[src/rtl/sdma_pkg.sv]
package sdma_pkg;
  typedef enum logic [2:0] {
    REG_SYSADDR = 3'd0,
    REG_BLKSIZE = 3'd1,
    REG_BLKCNT  = 3'd2,
    REG_TMODE   = 3'd3,
    REG_HOSTCTL = 3'd4,
    REG_STATUS  = 3'd5
  } reg_sel_e;

  typedef enum logic [2:0] {
    XS_IDLE,
    XS_FETCH,
    XS_FWAIT,
    XS_PUSH,
    XS_PULL,
    XS_STORE,
    XS_PAUSE
  } xfer_state_e;

  localparam int TM_EN    = 0;
  localparam int TM_CNTEN = 1;
  localparam int TM_RD    = 4;
  localparam int TM_MULTI = 5;
  localparam int ST_CMP   = 1;
  localparam int ST_BND   = 3;
endpackage

[src/rtl/sdma_addr.sv]
module sdma_addr #(
  parameter int AW            = 32,
  parameter int STEP          = 4,
  parameter int BND_BASE_LOG2 = 12
) (
  input  logic          clk_i,
  input  logic          rst_ni,
  input  logic          load_i,
  input  logic [AW-1:0] load_val_i,
  input  logic          step_i,
  input  logic [2:0]    bnd_code_i,
  output logic [AW-1:0] addr_o,
  output logic          bnd_hit_o
);
  localparam logic [AW-1:0] ONE = AW'(1);
  localparam logic [AW-1:0] INC = AW'(STEP);

  logic [AW-1:0] addr_q, addr_nxt, bnd_mask;

  assign addr_nxt  = addr_q + INC;
  assign bnd_mask  = (ONE << (BND_BASE_LOG2 + int'(bnd_code_i))) - ONE;
  // the word moved now leaves the address on a boundary
  assign bnd_hit_o = (addr_nxt & bnd_mask) == '0;
  assign addr_o    = addr_q;

  always_ff @(posedge clk_i or negedge rst_ni) begin
    if (!rst_ni)      addr_q <= '0;
    else if (load_i)  addr_q <= load_val_i;
    else if (step_i)  addr_q <= addr_nxt;
  end

  a_r4_addr_step: assert property (@(posedge clk_i) disable iff (!rst_ni)
    step_i && !load_i |=> addr_q == $past(addr_q) + INC);
endmodule

[src/rtl/sdma_regs.sv]
module sdma_regs
  import sdma_pkg::*;
#(
  parameter int AW     = 32,
  parameter int BLEN_W = 12,
  parameter int BCNT_W = 16,
  parameter int WCNT_W = BLEN_W - 1
) (
  input  logic              clk_i,
  input  logic              rst_ni,
  input  logic              we_i,
  input  logic [2:0]        addr_i,
  input  logic [31:0]       wdata_i,
  output logic [31:0]       rdata_o,
  input  logic [AW-1:0]     cur_addr_i,
  input  logic              busy_i,
  input  logic              paused_i,
  input  logic              blk_done_i,
  input  logic              cmp_set_i,
  input  logic              dma_set_i,
  output logic              start_o,
  output logic              abort_o,
  output logic              load_o,
  output logic              resume_o,
  output logic              dir_rd_o,
  output logic              last_blk_o,
  output logic              zero_blk_o,
  output logic [2:0]        bnd_code_o,
  output logic [WCNT_W-1:0] words_o
);
  localparam int BS_W = BLEN_W + 3;

  logic [BS_W-1:0]   blksize_q;
  logic [BCNT_W-1:0] bcnt_q;
  logic [5:0]        tmode_q;
  logic [7:0]        hostctl_q;
  logic [15:0]       status_q;
  logic              start_q;
  logic              cfg_lock;
  logic              wr_sys, wr_bs, wr_bc, wr_tm, wr_hc, wr_st;
  logic              start_d;

  assign cfg_lock = busy_i || start_q;
  assign wr_sys = we_i && (addr_i == REG_SYSADDR);
  assign wr_bs  = we_i && (addr_i == REG_BLKSIZE);
  assign wr_bc  = we_i && (addr_i == REG_BLKCNT);
  assign wr_tm  = we_i && (addr_i == REG_TMODE);
  assign wr_hc  = we_i && (addr_i == REG_HOSTCTL);
  assign wr_st  = we_i && (addr_i == REG_STATUS);

  assign start_d  = wr_tm && wdata_i[TM_EN] && !cfg_lock && (hostctl_q[4:3] == 2'b00);
  assign abort_o  = wr_tm && !wdata_i[TM_EN] && busy_i;
  assign load_o   = wr_sys && !start_q && (!busy_i || paused_i);
  assign resume_o = load_o && paused_i;
  assign start_o  = start_q;

  assign dir_rd_o   = tmode_q[TM_RD];
  assign last_blk_o = !tmode_q[TM_MULTI] || (tmode_q[TM_CNTEN] && bcnt_q == BCNT_W'(1));
  assign zero_blk_o = tmode_q[TM_MULTI] && tmode_q[TM_CNTEN] && bcnt_q == '0;
  assign bnd_code_o = blksize_q[BS_W-1:BLEN_W];
  assign words_o    = WCNT_W'(blksize_q[BLEN_W-1:2]) + WCNT_W'(|blksize_q[1:0]);

  always_ff @(posedge clk_i or negedge rst_ni) begin
    if (!rst_ni) begin
      blksize_q <= '0;
      bcnt_q    <= '0;
      tmode_q   <= '0;
      hostctl_q <= '0;
      status_q  <= '0;
      start_q   <= 1'b0;
    end else begin
      start_q <= start_d;
      if (wr_bs && !cfg_lock) blksize_q <= wdata_i[BS_W-1:0];
      if (wr_hc && !cfg_lock) hostctl_q <= wdata_i[7:0];
      if (wr_tm && (!cfg_lock || abort_o))
        tmode_q <= {wdata_i[5:4], 2'b00, wdata_i[1:0]};
      if (wr_bc && !cfg_lock)
        bcnt_q <= wdata_i[BCNT_W-1:0];
      else if (blk_done_i && tmode_q[TM_CNTEN] && bcnt_q != '0)
        bcnt_q <= bcnt_q - BCNT_W'(1);
      begin
        logic [15:0] st;
        st = status_q;
        if (wr_st) st = st & ~wdata_i[15:0];
        if (cmp_set_i) st[ST_CMP] = 1'b1;
        if (dma_set_i) st[ST_BND] = 1'b1;
        status_q <= st;
      end
    end
  end

  always_comb begin
    rdata_o = '0;
    unique case (addr_i)
      REG_SYSADDR: rdata_o = 32'(cur_addr_i);
      REG_BLKSIZE: rdata_o = 32'(blksize_q);
      REG_BLKCNT:  rdata_o = 32'(bcnt_q);
      REG_TMODE:   rdata_o = 32'(tmode_q);
      REG_HOSTCTL: rdata_o = 32'(hostctl_q);
      REG_STATUS:  rdata_o = 32'(status_q);
      default:     rdata_o = '0;
    endcase
  end

  a_r6_count_down: assert property (@(posedge clk_i) disable iff (!rst_ni)
    blk_done_i && tmode_q[TM_CNTEN] && bcnt_q != '0 |=> bcnt_q == $past(bcnt_q) - BCNT_W'(1));
  a_r11_w1c_clear: assert property (@(posedge clk_i) disable iff (!rst_ni)
    wr_st && wdata_i[ST_CMP] && !cmp_set_i |=> !status_q[ST_CMP]);
  a_r11_zero_keeps: assert property (@(posedge clk_i) disable iff (!rst_ni)
    wr_st && !wdata_i[ST_BND] && status_q[ST_BND] |=> status_q[ST_BND]);
  a_r13_size_locked: assert property (@(posedge clk_i) disable iff (!rst_ni)
    busy_i && wr_bs |=> $stable(blksize_q));
endmodule

[src/rtl/sdma_xfer.sv]
module sdma_xfer
  import sdma_pkg::*;
#(
  parameter int DW     = 32,
  parameter int WCNT_W = 11
) (
  input  logic              clk_i,
  input  logic              rst_ni,
  input  logic              start_i,
  input  logic              abort_i,
  input  logic              resume_i,
  input  logic              dir_rd_i,
  input  logic              last_blk_i,
  input  logic              zero_blk_i,
  input  logic              bnd_hit_i,
  input  logic [WCNT_W-1:0] words_i,
  output logic              busy_o,
  output logic              paused_o,
  output logic              step_o,
  output logic              blk_done_o,
  output logic              cmp_set_o,
  output logic              dma_set_o,
  output logic              mem_req_o,
  output logic              mem_we_o,
  output logic [DW-1:0]     mem_wdata_o,
  input  logic              mem_gnt_i,
  input  logic              mem_rvalid_i,
  input  logic [DW-1:0]     mem_rdata_i,
  output logic              card_tx_valid_o,
  output logic [DW-1:0]     card_tx_data_o,
  input  logic              card_tx_ready_i,
  input  logic              card_rx_valid_i,
  input  logic [DW-1:0]     card_rx_data_i,
  output logic              card_rx_ready_o
);
  xfer_state_e       state_q, state_d, first_st;
  logic [WCNT_W-1:0] wcnt_q;
  logic [DW-1:0]     data_q;
  logic              last_word;

  assign first_st  = dir_rd_i ? XS_PULL : XS_FETCH;
  assign last_word = wcnt_q == words_i - WCNT_W'(1);
  assign busy_o    = state_q != XS_IDLE;
  assign paused_o  = state_q == XS_PAUSE;

  assign mem_req_o       = (state_q == XS_FETCH) || (state_q == XS_STORE);
  assign mem_we_o        = state_q == XS_STORE;
  assign mem_wdata_o     = data_q;
  assign card_tx_valid_o = state_q == XS_PUSH;
  assign card_tx_data_o  = data_q;
  assign card_rx_ready_o = state_q == XS_PULL;

  assign step_o = ((state_q == XS_PUSH) && card_tx_ready_i) ||
                  ((state_q == XS_STORE) && mem_gnt_i);
  assign blk_done_o = step_o && last_word;

  always_comb begin
    state_d   = state_q;
    cmp_set_o = 1'b0;
    dma_set_o = 1'b0;
    unique case (state_q)
      XS_IDLE:  if (start_i) begin
                  if (zero_blk_i) cmp_set_o = 1'b1;
                  else            state_d = first_st;
                end
      XS_FETCH: if (mem_gnt_i) state_d = XS_FWAIT;
      XS_FWAIT: if (mem_rvalid_i) state_d = XS_PUSH;
      XS_PULL:  if (card_rx_valid_i) state_d = XS_STORE;
      XS_PAUSE: if (resume_i) state_d = first_st;
      default:  ;
    endcase
    if (step_o) begin
      if (last_word && last_blk_i) begin
        cmp_set_o = 1'b1;
        state_d   = XS_IDLE;
      end else if (bnd_hit_i) begin
        dma_set_o = 1'b1;
        state_d   = XS_PAUSE;
      end else begin
        state_d = first_st;
      end
    end
    if (abort_i) begin
      state_d   = XS_IDLE;
      cmp_set_o = 1'b0;
      dma_set_o = 1'b0;
    end
  end

  always_ff @(posedge clk_i or negedge rst_ni) begin
    if (!rst_ni) begin
      state_q <= XS_IDLE;
      wcnt_q  <= '0;
      data_q  <= '0;
    end else begin
      state_q <= state_d;
      if (abort_i || (state_q == XS_IDLE)) wcnt_q <= '0;
      else if (step_o) wcnt_q <= last_word ? '0 : wcnt_q + WCNT_W'(1);
      if ((state_q == XS_FWAIT) && mem_rvalid_i) data_q <= mem_rdata_i;
      if ((state_q == XS_PULL) && card_rx_valid_i) data_q <= card_rx_data_i;
    end
  end

  a_r10_cmp_wins: assert property (@(posedge clk_i) disable iff (!rst_ni)
    !(cmp_set_o && dma_set_o));
  a_r8_pause_quiet: assert property (@(posedge clk_i) disable iff (!rst_ni)
    paused_o |-> !mem_req_o && !card_rx_ready_o && !card_tx_valid_o);
  a_r4_req_held: assert property (@(posedge clk_i) disable iff (!rst_ni)
    mem_req_o && !mem_gnt_i && !abort_i |=> mem_req_o);
  a_r12_abort_idle: assert property (@(posedge clk_i) disable iff (!rst_ni)
    abort_i |=> !busy_o);
endmodule

[src/rtl/sdma_engine.sv]
module sdma_engine #(
  parameter int AW            = 32,
  parameter int DW            = 32,
  parameter int BLEN_W        = 12,
  parameter int BCNT_W        = 16,
  parameter int BND_BASE_LOG2 = 12
) (
  input  logic          clk_i,
  input  logic          rst_ni,
  input  logic          reg_we_i,
  input  logic [2:0]    reg_addr_i,
  input  logic [31:0]   reg_wdata_i,
  output logic [31:0]   reg_rdata_o,
  output logic          mem_req_o,
  output logic          mem_we_o,
  output logic [AW-1:0] mem_addr_o,
  output logic [DW-1:0] mem_wdata_o,
  input  logic          mem_gnt_i,
  input  logic          mem_rvalid_i,
  input  logic [DW-1:0] mem_rdata_i,
  output logic          card_tx_valid_o,
  output logic [DW-1:0] card_tx_data_o,
  input  logic          card_tx_ready_i,
  input  logic          card_rx_valid_i,
  input  logic [DW-1:0] card_rx_data_i,
  output logic          card_rx_ready_o
);
  localparam int WCNT_W = BLEN_W - 1;
  localparam int STEP   = DW / 8;

  logic              busy, paused, step, blk_done, cmp_set, dma_set;
  logic              start, abort, load, resume, dir_rd, last_blk, zero_blk, bnd_hit;
  logic [2:0]        bnd_code;
  logic [WCNT_W-1:0] words;
  logic [AW-1:0]     cur_addr;

  assign mem_addr_o = cur_addr;

  sdma_regs #(.AW(AW), .BLEN_W(BLEN_W), .BCNT_W(BCNT_W), .WCNT_W(WCNT_W)) u_regs (
    .clk_i, .rst_ni,
    .we_i(reg_we_i), .addr_i(reg_addr_i), .wdata_i(reg_wdata_i), .rdata_o(reg_rdata_o),
    .cur_addr_i(cur_addr), .busy_i(busy), .paused_i(paused),
    .blk_done_i(blk_done), .cmp_set_i(cmp_set), .dma_set_i(dma_set),
    .start_o(start), .abort_o(abort), .load_o(load), .resume_o(resume),
    .dir_rd_o(dir_rd), .last_blk_o(last_blk), .zero_blk_o(zero_blk),
    .bnd_code_o(bnd_code), .words_o(words)
  );

  sdma_addr #(.AW(AW), .STEP(STEP), .BND_BASE_LOG2(BND_BASE_LOG2)) u_addr (
    .clk_i, .rst_ni,
    .load_i(load), .load_val_i(reg_wdata_i[AW-1:0]), .step_i(step),
    .bnd_code_i(bnd_code), .addr_o(cur_addr), .bnd_hit_o(bnd_hit)
  );

  sdma_xfer #(.DW(DW), .WCNT_W(WCNT_W)) u_xfer (
    .clk_i, .rst_ni,
    .start_i(start), .abort_i(abort), .resume_i(resume), .dir_rd_i(dir_rd),
    .last_blk_i(last_blk), .zero_blk_i(zero_blk), .bnd_hit_i(bnd_hit), .words_i(words),
    .busy_o(busy), .paused_o(paused), .step_o(step), .blk_done_o(blk_done),
    .cmp_set_o(cmp_set), .dma_set_o(dma_set),
    .mem_req_o, .mem_we_o, .mem_wdata_o, .mem_gnt_i, .mem_rvalid_i, .mem_rdata_i,
    .card_tx_valid_o, .card_tx_data_o, .card_tx_ready_i,
    .card_rx_valid_i, .card_rx_data_i, .card_rx_ready_o
  );
endmodule

[config.mk]
export PLATFORM = sky130hd
export DESIGN_NAME = sdma_engine
export DESIGN_NICKNAME = d
export VERILOG_FILES = /design/src/rtl/sdma_pkg.sv /design/src/rtl/sdma_addr.sv /design/src/rtl/sdma_regs.sv /design/src/rtl/sdma_xfer.sv /design/src/rtl/sdma_engine.sv
export SDC_FILE = /design/constraint.sdc
export NUM_CORES = 1
export LEC_CHECK = 0
export ABC_AREA = 1
export BUFFER_PORTS_ARGS = -buffer_cell sky130_fd_sc_hd__buf_2
export CORE_MARGIN = 1.5
export CORE_UTILIZATION = 45
export CTS_CLUSTER_DIAMETER = 30
export DETAILED_ROUTE_END_ITERATION = 10
export PLACE_DENSITY = 0.73
export REMOVE_ABC_BUFFERS = 1
export SLEW_MARGIN = 0
export SYNTH_ARGS = -nofsm -noshare
export SYNTH_HDL_FRONTEND = slang
export SYNTH_SLANG_ARGS = --single-unit
[constraint.sdc]
create_clock -name clk_i -period 2.1 [get_ports clk_i]
set_input_delay 0.21 -clock clk_i [delete_from_list [all_inputs] [get_ports clk_i]]
set_output_delay 0.21 -clock clk_i [all_outputs]
set_load 0.03 [all_outputs]
==> results.md <==
- Status: complete, but fails checks
- Failing checks: setup timing
- TritonCTS clock tree: yes
- Netlist Area Pre-Place: 0.00860 mm^2
- Grt ovf: 0
- WL final: 27,900 um
- Reg-to-Reg Start: u_regs.blksize_q[1]
- Post-synth cell types: between 40 and 50
- Largest net degree at the start of global routing: 49
- Register area share after synthesis: 40.2%
- DP Worst Slack: -0.277 ns
- Syn Area/Cell: 7.34 um^2
- Die extent in x: 141 um
- Gate power share: 50.5%
- I/O pin count: 238
- GR met3 Demand/Resource: 4.82%
- Antenna fix cells: 0
- Static Leakage: 5.87 nW
- Hold path start: reg_wdata_i[17]
- CP top delay family: simple AND/OR/NAND/NOR gates
- CTS Root Cell: clkbuf_16
- Total track usage: 27.9%
- DR vias: 9,262
- Busiest grt layer: met2
- Vias in the first global route: 8,656
- Synth area leaders: dfrtp_1 (40%), nand2_1 (14%), inv_1 (4.9%)
- Nets: 1,560
- Die Height: 141 um
- Synth Register Bits: 138
- Setup violators final: 31
- DR DRC count: 0
- P_sw: 7.86 mW
- Sequential share of power: 28.9%
- Final instance area: 0.0113 mm^2
- Cell taking the most area after synthesis: dfrtp_1
- Clock tree buffer depth: 2
- Placed instance count: about 1,600
- Most frequent cells in the layout: nand2_1 (320), buf_2 (236), dfrtp_1 (137), inv_1 (111), nor2_1 (97)
- Tmin final: 2.40 ns
- Critical path launch point: u_regs.blksize_q[1]
- Max Cap Viol: 0
- Met1 GRT Util: between 30% and 40%
- Startpoint Class: register
- Switching share of power: 47.8%
- Wire per inst: 16.5 um
- Critical Path RT: 2.46 ns
- M2 GR Usage: 48.6%
- CP max-delay cell: dfrtp_1
- CP Capture Type: register
- Initial DRC Count: 957
- Power Density: 1460 mW/mm^2
- Fmax: 0.417 GHz
- Top cell type's share of synthesized area: between 40% and 50%
- WP data arrival: 2.76 ns
- Hold WC Path Type: input port to register
- Core area: 0.0187 mm^2
- DIE AREA: 0.0199 mm^2
- Largest stage delay on the critical path: 0.39 ns
- Slew Viols, Final: 0
- Synth warn: 0
- Clock Latency Late Sink: 0.43 ns
- Pint: 8.58 mW
- Mapped Cells: 1,171
- DR pass1 iterations: 7
- Fin. Hold Viols: 0
- Num CTS Buffers: 17
- Placement Cell Area: 0.0102 mm^2
- Row Count: 50
- Global-route wire length before repair: around 44,000 um
- Global placer's final weighted congestion: 0.928
- Routed Antenna Nets: 0
- Vias per cell: roughly 5.5
- Slew at the pin closest to its max-slew limit: 0.544 ns
- Critical-path cell list: nor2_2, ha_2, ha_4, nand2_2, inv_2, nor2_1, nand2_1, nor2_1, nand3_1, nor2_4, nand3_4, nor2_4, inv_6, or2_0, nand3_1
- CTS sink cnt: 138
- Fin crit share: 114%
- Worst slew margin: 63.6%
- H-tree Lvls: 4
- Area delta synth->final: 31.3%
- Post-route setup slack: -0.301 ns
- Worst vdd ir: 761 uV
- Hpwl dp: approximately 21,000 um
- Worst-path fanout max: 8
- Tot Pwr: 16.4 mW
- Ratio of cells with drive above 1 in the final layout: 28.6%
- RSZ-0062 raised after global routing: true
- Port bufs: 237
- Worst-path clk slew: 0.06 ns
- Initial antenna violation count: 0
- Initial core utilization: between 40% and 50%
- Commonest non-fill, non-tap cell in the layout: nand2_1
- CP Class: register to register
- Clock power frac: roughly 21%
- Worst Path Buf+Inv: 2
- Worst Skew: 0.00809 ns
- Final non-filler cell total: 1,694
final timing paths:
path,end,slack [ns],cells past startpoint
max in group asynchronous,u_xfer.state_q[0],1.09,3
hold reg to reg,u_regs.start_o,0.46,1
setup / recovery,u_regs.bcnt_q[7],-0.30,15
hold / removal,u_addr.addr_o[17],0.008,3
min in group asynchronous,u_addr.addr_o[31],0.29,2
setup reg to reg,u_regs.bcnt_q[7],-0.30,15
power by group through the flow:
stage	sequential, mW	clock [mW]	combinational (mW)
after global placement	4.71	0	7.69
after global routing	4.88	3.54	9.05
after floorplan	6.18	0	3.58
final	4.75	3.40	8.30
after CTS	4.70	3.43	7.97
after detailed placement	4.71	0	7.84
worst reg2reg max path, delay by kind of cell, from the launching register on:
| family | cells | cell delay [ns] |
|---|---|---|
| buf+inv | 2 | 0.12 |
| flops | 1 | 0.39 |
| fa+ha+maj | 2 | 0.42 |
| simple gates | 11 | 1.42 |
final cells by class:
class / instances / area (um^2)
fillers: 1681 / 7420
multi-input cells: 837 / 4420
clock inverters: 15 / 236
inverters: 127 / 484
well taps: 234 / 293
repair buffers: 325 / 1960
flip-flops and latches: 138 / 3450
clock buffers: 17 / 425
repair inverters: 1 / 11.3
stage by stage:
step / utilization (%) / hold slack, ns / setup TNS (ns)
6_report: 60.3 / 0.00760 / -6.88
5_1_grt: 60.3 / 0.0152 / -11.58
4_1_cts: 59.5 / 0.000181 / -3.24
3_5_place_dp: 54.3 / 0.179 / -6.48
3_3_place_gp: 54.3 / 0.175 / -3.31
2_1_floorplan: - / -0.0856 / -41.27
cell families (layout without fill, tap and decap cells):
family          Yosys count  after routing  synth area share, %
flops                   138            138                 40.2
compound gates          208            208                 15.8
xor+xnor                 31             31                 3.16
simple gates            591            591                 29.6
fa+ha+maj                 7              7                 1.02
buf+inv                 196            485                 10.3
synth_stat cells (all sizes together):
master   count
ha           7
a22oi       13
nand2      335
dfrtp      138
xor2        29
inv        125
buf         47
nor3        20
nand4       14
o221ai      27
o21ai       86
clkbuf      22
nand3b       5
nand3       84
a31oi        2
clkinv       2
o211ai      13
o31ai        2
nor2       124
a21oi       13
a221o        1
o21bai      30
o2111ai      1
a221oi       5
nor4         6
or2          3
o22ai        4
xnor2        2
a21boi      11
layer usage:
layer / part of all wire (%) / up-vias
li1: - / 4387
met1: 40 / 4372
met2: 50 / 450
met3: 7.9 / 53
met4: 2.2 / 0
met5: 0 / -
registers in the layout, indices dropped and copies added (netlist names):
| register | count |
|---|---|
| u_addr.addr_o | 32 |
| u_regs.bcnt_q | 16 |
| u_regs.blksize_q | 15 |
| u_regs.hostctl_q | 8 |
| u_regs.start_o | 1 |
| u_regs.status_q | 16 |
| u_regs.tmode_q | 4 |
| u_xfer.card_tx_data_o | 32 |
| u_xfer.state_q | 3 |
| u_xfer.wcnt_q | 11 |
repair_timing:
item / CTS / global route
endpoints found under the hold margin: 63 / 0
setup endpoints to repair: 32 / 41
hold buffers: 20 / 0
resized for setup: 25 / 38
pin swaps: 5 / 7
cloned: 1 / 0
setup buffers: 2 / 6
(Power assumes the default switching activity.)
